--- src/rtl/fsweep_pkg.sv ---
package fsweep_pkg;
  // what the accumulator does on a given edge
  typedef enum logic [2:0] {
    ACC_HOLD,
    ACC_ZERO,
    ACC_ADD,
    ACC_SAT,
    ACC_WRAP,
    ACC_SUB
  } acc_op_e;

  // effective reload: a zero value behaves as one
  function automatic logic [7:0] eff_rate8(input logic [7:0] v);
    return (v == 8'd0) ? 8'd1 : v;
  endfunction
endpackage

--- src/rtl/fsweep_rate_timer.sv ---
module fsweep_rate_timer #(
  parameter int RR_W = 8
) (
  input  logic            clk,
  input  logic            rst,
  input  logic            run,
  input  logic [RR_W-1:0] reload_val,
  input  logic            upd_load,
  output logic            tick
);
  localparam logic [RR_W-1:0] ONE = RR_W'(1);

  logic [RR_W-1:0] cnt;
  logic [RR_W-1:0] eff;

  assign eff  = (reload_val == '0) ? ONE : reload_val;
  // timeout when the count has reached one
  assign tick = run && (cnt == ONE);

  always_ff @(posedge clk) begin
    if (rst) begin
      cnt <= eff;
    end else if (!run) begin
      cnt <= eff;
    end else if (tick || upd_load) begin
      cnt <= eff;
    end else begin
      cnt <= cnt - ONE;
    end
  end
endmodule

--- src/rtl/fsweep_accum.sv ---
module fsweep_accum
  import fsweep_pkg::*;
#(
  parameter int TW_W = 32
) (
  input  logic            clk,
  input  logic            rst,
  input  logic            clr,
  input  logic            run,
  input  logic            tick,
  input  logic            up,
  input  logic            no_dwell,
  input  logic            auto_zero,
  input  logic [TW_W-1:0] start_w,
  input  logic [TW_W-1:0] end_w,
  input  logic [TW_W-1:0] delta_w,
  output logic [TW_W-1:0] acc_next,
  output logic            wrap,
  output logic            at_end
);
  localparam int SUM_W = TW_W + 1;

  logic [TW_W-1:0]  acc;
  logic [TW_W-1:0]  span;
  logic [SUM_W-1:0] sum;
  acc_op_e          op;

  assign span = (end_w >= start_w) ? (end_w - start_w) : '0;
  assign sum  = {1'b0, acc} + {1'b0, delta_w};

  always_comb begin
    op = ACC_HOLD;
    if (clr || !run || auto_zero) begin
      op = ACC_ZERO;
    end else if (tick) begin
      if (up) begin
        if (sum >= {1'b0, span}) begin
          op = no_dwell ? ACC_WRAP : ACC_SAT;
        end else begin
          op = ACC_ADD;
        end
      end else begin
        op = ACC_SUB;
      end
    end
  end

  always_comb begin
    acc_next = acc;
    wrap     = 1'b0;
    unique case (op)
      ACC_ZERO: acc_next = '0;
      ACC_ADD:  acc_next = sum[TW_W-1:0];
      ACC_SAT:  acc_next = span;
      ACC_WRAP: begin
        acc_next = '0;
        wrap     = 1'b1;
      end
      ACC_SUB:  acc_next = (acc >= delta_w) ? (acc - delta_w) : '0;
      default:  acc_next = acc;
    endcase
  end

  assign at_end = (acc_next == span);

  always_ff @(posedge clk or posedge clr) begin
    if (clr) begin
      acc <= '0;
    end else if (rst) begin
      acc <= '0;
    end else begin
      acc <= acc_next;
    end
  end
endmodule

--- src/rtl/fsweep_gen.sv ---
module fsweep_gen #(
  parameter int TW_W = 32,
  parameter int RR_W = 8
) (
  input  logic            clk,
  input  logic            rst,
  input  logic            acc_clr,
  input  logic [TW_W-1:0] start_word,
  input  logic [TW_W-1:0] end_word,
  input  logic [TW_W-1:0] delta_word,
  input  logic [RR_W-1:0] rate_reload,
  input  logic            sweep_en,
  input  logic            no_dwell,
  input  logic            load_on_upd,
  input  logic            autoclr,
  input  logic            sweep_up,
  input  logic            upd,
  output logic [TW_W-1:0] ftw,
  output logic            done
);
  logic            tick;
  logic [TW_W-1:0] acc_next;
  logic            wrap;
  logic            at_end;
  logic            tmr_load;
  logic            zero_now;

  assign tmr_load = upd && load_on_upd;
  assign zero_now = upd && autoclr;

  fsweep_rate_timer #(.RR_W(RR_W)) u_timer (
    .clk        (clk),
    .rst        (rst),
    .run        (sweep_en),
    .reload_val (rate_reload),
    .upd_load   (tmr_load),
    .tick       (tick)
  );

  fsweep_accum #(.TW_W(TW_W)) u_acc (
    .clk       (clk),
    .rst       (rst),
    .clr       (acc_clr),
    .run       (sweep_en),
    .tick      (tick),
    .up        (sweep_up),
    .no_dwell  (no_dwell),
    .auto_zero (zero_now),
    .start_w   (start_word),
    .end_w     (end_word),
    .delta_w   (delta_word),
    .acc_next  (acc_next),
    .wrap      (wrap),
    .at_end    (at_end)
  );

  always_ff @(posedge clk) begin
    if (rst) begin
      ftw  <= '0;
      done <= 1'b0;
    end else if (!sweep_en) begin
      ftw  <= start_word;
      done <= 1'b0;
    end else begin
      ftw  <= start_word + acc_next;
      done <= !acc_clr && (wrap || (!no_dwell && sweep_up && at_end));
    end
  end
endmodule

--- config.mk ---
export PLATFORM = sky130hd
export DESIGN_NAME = fsweep_gen
export DESIGN_NICKNAME = d
export VERILOG_FILES = /design/src/rtl/fsweep_pkg.sv /design/src/rtl/fsweep_rate_timer.sv /design/src/rtl/fsweep_accum.sv /design/src/rtl/fsweep_gen.sv
export SDC_FILE = /design/constraint.sdc
export NUM_CORES = 1
export LEC_CHECK = 0
export BUFFER_PORTS_ARGS = -buffer_cell sky130_fd_sc_hd__buf_2
export CELL_PAD_IN_SITES_DETAIL_PLACEMENT = 1
export CELL_PAD_IN_SITES_GLOBAL_PLACEMENT = 1
export CORE_MARGIN = 1.5
export CORE_UTILIZATION = 41
export CTS_BUF_LIST = sky130_fd_sc_hd__clkbuf_2 sky130_fd_sc_hd__clkbuf_4 sky130_fd_sc_hd__clkbuf_8
export CTS_CLUSTER_SIZE = 30
export DETAILED_ROUTE_END_ITERATION = 8
export GPL_TIMING_DRIVEN = 0
export PLACE_DENSITY = 0.87
export SLEW_MARGIN = 10
export SYNTH_ARGS = -nofsm -noshare
export SYNTH_HDL_FRONTEND = slang
export SYNTH_SLANG_ARGS = --single-unit
--- constraint.sdc ---
create_clock -name clk -period 8.9 [get_ports clk]
set_input_delay 2.225 -clock clk [delete_from_list [all_inputs] [get_ports clk]]
set_output_delay 2.225 -clock clk [all_outputs]
set_load 0.03 [all_outputs]
==> flow_summary.toml <==
[sta]
setup_slack_ps = -1480
final_max_slew_viol_count = 0
slew_headroom_pct = 21.3
max_clock_freq_mhz = 96.3
whs_ps = 549
setup_violations = 23
hold_viol = 0
finalCritPeriodShare_pct = 117
finClkSkew_ps = 9.85
rsz0062_at_grt = "true"
totalNegativeSetupSlack_ps = -18800
worstMarginPinSlew_ps = 1180
post-route-min-period_ps = 10380

[global_route]
grt_pass1_vias = 16683
antenna_found_initial = 0
grt_max_degree = 33
grt_use_total_pct = 38.6
grt_overflow_total = 0
grt_pass1_wl_um = 97900

[critical_path]
required_ps = 9230
end_kind = "flop"
critPathSlowestCell = "mux4_2"
reg2reg_slack_ps = 270
max_stage_delay_ps = 520
timing.critical_path.buf_inv = 8
critPathMaxFanout = 6
worstSetupStartpointType = "input pin"
critPathArrivalTime_ps = 10710
crit_family = "compound AO/OA/AOI/OAI gates"
worstSetupPathType = "in -> reg"
cpMostUsedCell = "buf_4"

[floorplanning]
coreArea_um2 = 30700
initial_core_util_pct = 41.7
die_w_um = 180
pin_count = 146
die-area_um2 = 32200
row_count = 64
die_h_um = 180

[clock_network]
cts_buffer_depth = 2
h-tree-depth = 3
cts-root-buf = "clkbuf_8"
cts.clk_slew.worst_paths_ps = 90
clk_latency_ps = 400
clkSinkCount = 73
cts-buffers-inserted = 9
cts_tree = "built"

[drt]
postRouteAntennaNets = 0
routedWlPerCell_um = 29.4
first_pass_iters = 6
via_per_inst = 6.88
drc_errors = 0
dr_total_vias = 16854
drtIter0Drc = 1580
wl_um = 72100

[synth]
ys.flop_type = "dfxtp_1"
yosys.area.top_type = "ha_1"
yosysWarnings = 0
yosysTopAreaCellShare_pct = 15.8
synthesis.area_um2 = 12800
seq_area_frac_synth_pct = 12.7
synth_nets = 2015
yosys.cell_types.count = 113
async_flop_share_pct = 43.8
synthTopCellsByArea = "ha_1 16%, dfxtp_1 6.4%, dfrtp_1 6.3%, a21oi_1 5.6%, nor2_1 5.6%"
synthCells = 1737
synth_edf_count = 0
syn_area_per_cell_um2 = 7.36
ys_ff_latch = 73

[min_path]
hold_class = "reg -> reg"

[power]
total_power_mw = 2.07
p_per_area_nw_per_um2 = 118
leakage_nw = 7.82
ir_drop_mv = 0.0793

[finish]
final_area_um2 = 17500
syn_to_final_growth_pct = 37.2
nets = 2324
multiInputGateArea_um2 = 12100
drive_gt1_share_pct = 32.7
final-instance-count-excl-fill = 2448
register_area_um2 = 1620
fillCellCount = 3695

[run_status]
status = "finished, violations left"
failed_checks = "negative setup slack"

[place]
routabilityCongestion = 0.998
portBuffers = 143
dpl.cell_count = 2276
place_area_um2 = 14600
dp_hpwl_um = 45100

[job]
maxCapViolations = 0
## registers in the layout, indices dropped and copies added (netlist names)
| register | cells |
|---|---|
| ftw | 32 |
| done | 1 |
| u_timer.cnt | 8 |
| u_acc.acc | 32 |
## Yosys cell counts, types with 13 or more instances
library cell,count
dfrtp_1,32
and2_1,38
clkbuf_1,50
or3_1,14
a31oi_1,23
nand4_1,29
nor4_1,22
a211oi_1,27
buf_2,13
nand2b_1,27
nor2b_1,20
o21a_1,23
ha_1,161
dfxtp_1,41
xnor2_1,79
nor3_1,37
o21ai_0,81
a21oi_1,144
mux2i_1,32
o211ai_1,18
xor2_1,27
a221oi_1,14
nand2_1,107
nor2_1,190
inv_1,129
a21o_1,51
nand3_1,43
a22oi_1,15
## logic make-up after synthesis
logic type / share of synthesized area, %
compound gates: 30.5
xor+xnor: 7.26
fa+ha+maj: 16.4
buf+inv: 6.76
flops: 12.7
mux: 3.12
simple gates: 23.3
## layout make-up
type                    count  area share, %
plain buffers              66           3.19
diodes                      1         0.0143
flip-flops and latches     73           9.25
clock inverters             6          0.385
inverters                 131           2.86
repair buffers            308           11.9
well taps                 396           2.83
clock buffers              10          0.749
multi-input cells        1457           68.8
## worst register-to-register path: cells and delay by family (launching register included)
| kind | cells | cell delay, ps |
|---|---|---|
| compound gates | 16 | 3690 |
| xor+xnor | 1 | 390 |
| fa+ha+maj | 3 | 1050 |
| buf+inv | 6 | 1160 |
| flops | 1 | 560 |
| mux | 1 | 520 |
| simple gates | 8 | 1210 |
## layout by cell type (no fill, tap or decap), types with 13 or more instances in the layout
cell and n:
nand3_1 42, inv_1 110, nor2b_1 14, o21ai_2 22, clkbuf_1 28, o21a_1 20, or3_1 13, o211ai_1 18
buf_2 144, nor3_1 33, nor2_1 175, xor2_1 23, inv_2 18, o21ai_0 51, nor4_1 15, a21o_1 51
nand2b_1 23, a31oi_1 16, clkbuf_8 16, a21oi_1 116, dfrtp_1 32, buf_6 28, buf_4 149, ha_4 35
ha_1 117, dfxtp_1 41, xnor2_1 70, nand2_1 95, and2_1 35, mux2i_1 31, nand4_1 29, a21oi_2 22
## report_power, final
group | switching (mW) | leakage, nW | internal (mW)
clock | 0.169 | 0.104 | 0.134
combinational | 0.832 | 6.94 | 0.555
sequential | 0.0276 | 0.780 | 0.353
total | 1.03 | 7.82 | 1.04
## per-layer routing
| layer | vias up | track usage, % | wire length (um) |
|---|---|---|---|
| li1 | 6990 | - | - |
| met1 | 8166 | 46.4 | 26900 |
| met4 | 0 | 23.5 | 6100 |
| met3 | 456 | 6.58 | 6770 |
| met5 | - | 0 | 0 |
| met2 | 1242 | 64.4 | 32300 |
## what timing repair did
item / in CTS / in global routing
hold buffers: 0 / 0
setup endpoints to repair: 29 / 23
gates resized for setup: 175 / 144
hold endpoints to repair: 0 / 0
setup buffers: 100 / 70
pin swaps: 95 / 128
## worst paths after layout
| check | start | to | cells after the start |
|---|---|---|---|
| hold reg to reg | u_timer.cnt[0]$_DFF_P_ | u_timer.cnt[0]$_DFF_P_ | 1 |
| setup / recovery | start_word[11] | ftw[31]$_SDFF_PP0_ | 38 |
| setup reg to reg | u_acc.acc[17]$_DFF_PP0_ | ftw[31]$_SDFF_PP0_ | 35 |
| hold / removal | u_timer.cnt[0]$_DFF_P_ | u_timer.cnt[0]$_DFF_P_ | 1 |
| max in group asynchronous | acc_clr | u_acc.acc[10]$_DFF_PP0_ | 2 |
| min in group asynchronous | acc_clr | u_acc.acc[26]$_DFF_PP0_ | 2 |
## stage by stage
stage	setup slack (ps)	utilization, %
2_1_floorplan	-183	-
3_3_place_gp	-2320	47.4
3_5_place_dp	-2550	47.4
4_1_cts	-582	53.4
5_1_grt	-1650	57.2
6_report	-1480	57.2
(Power assumes the default switching activity.)
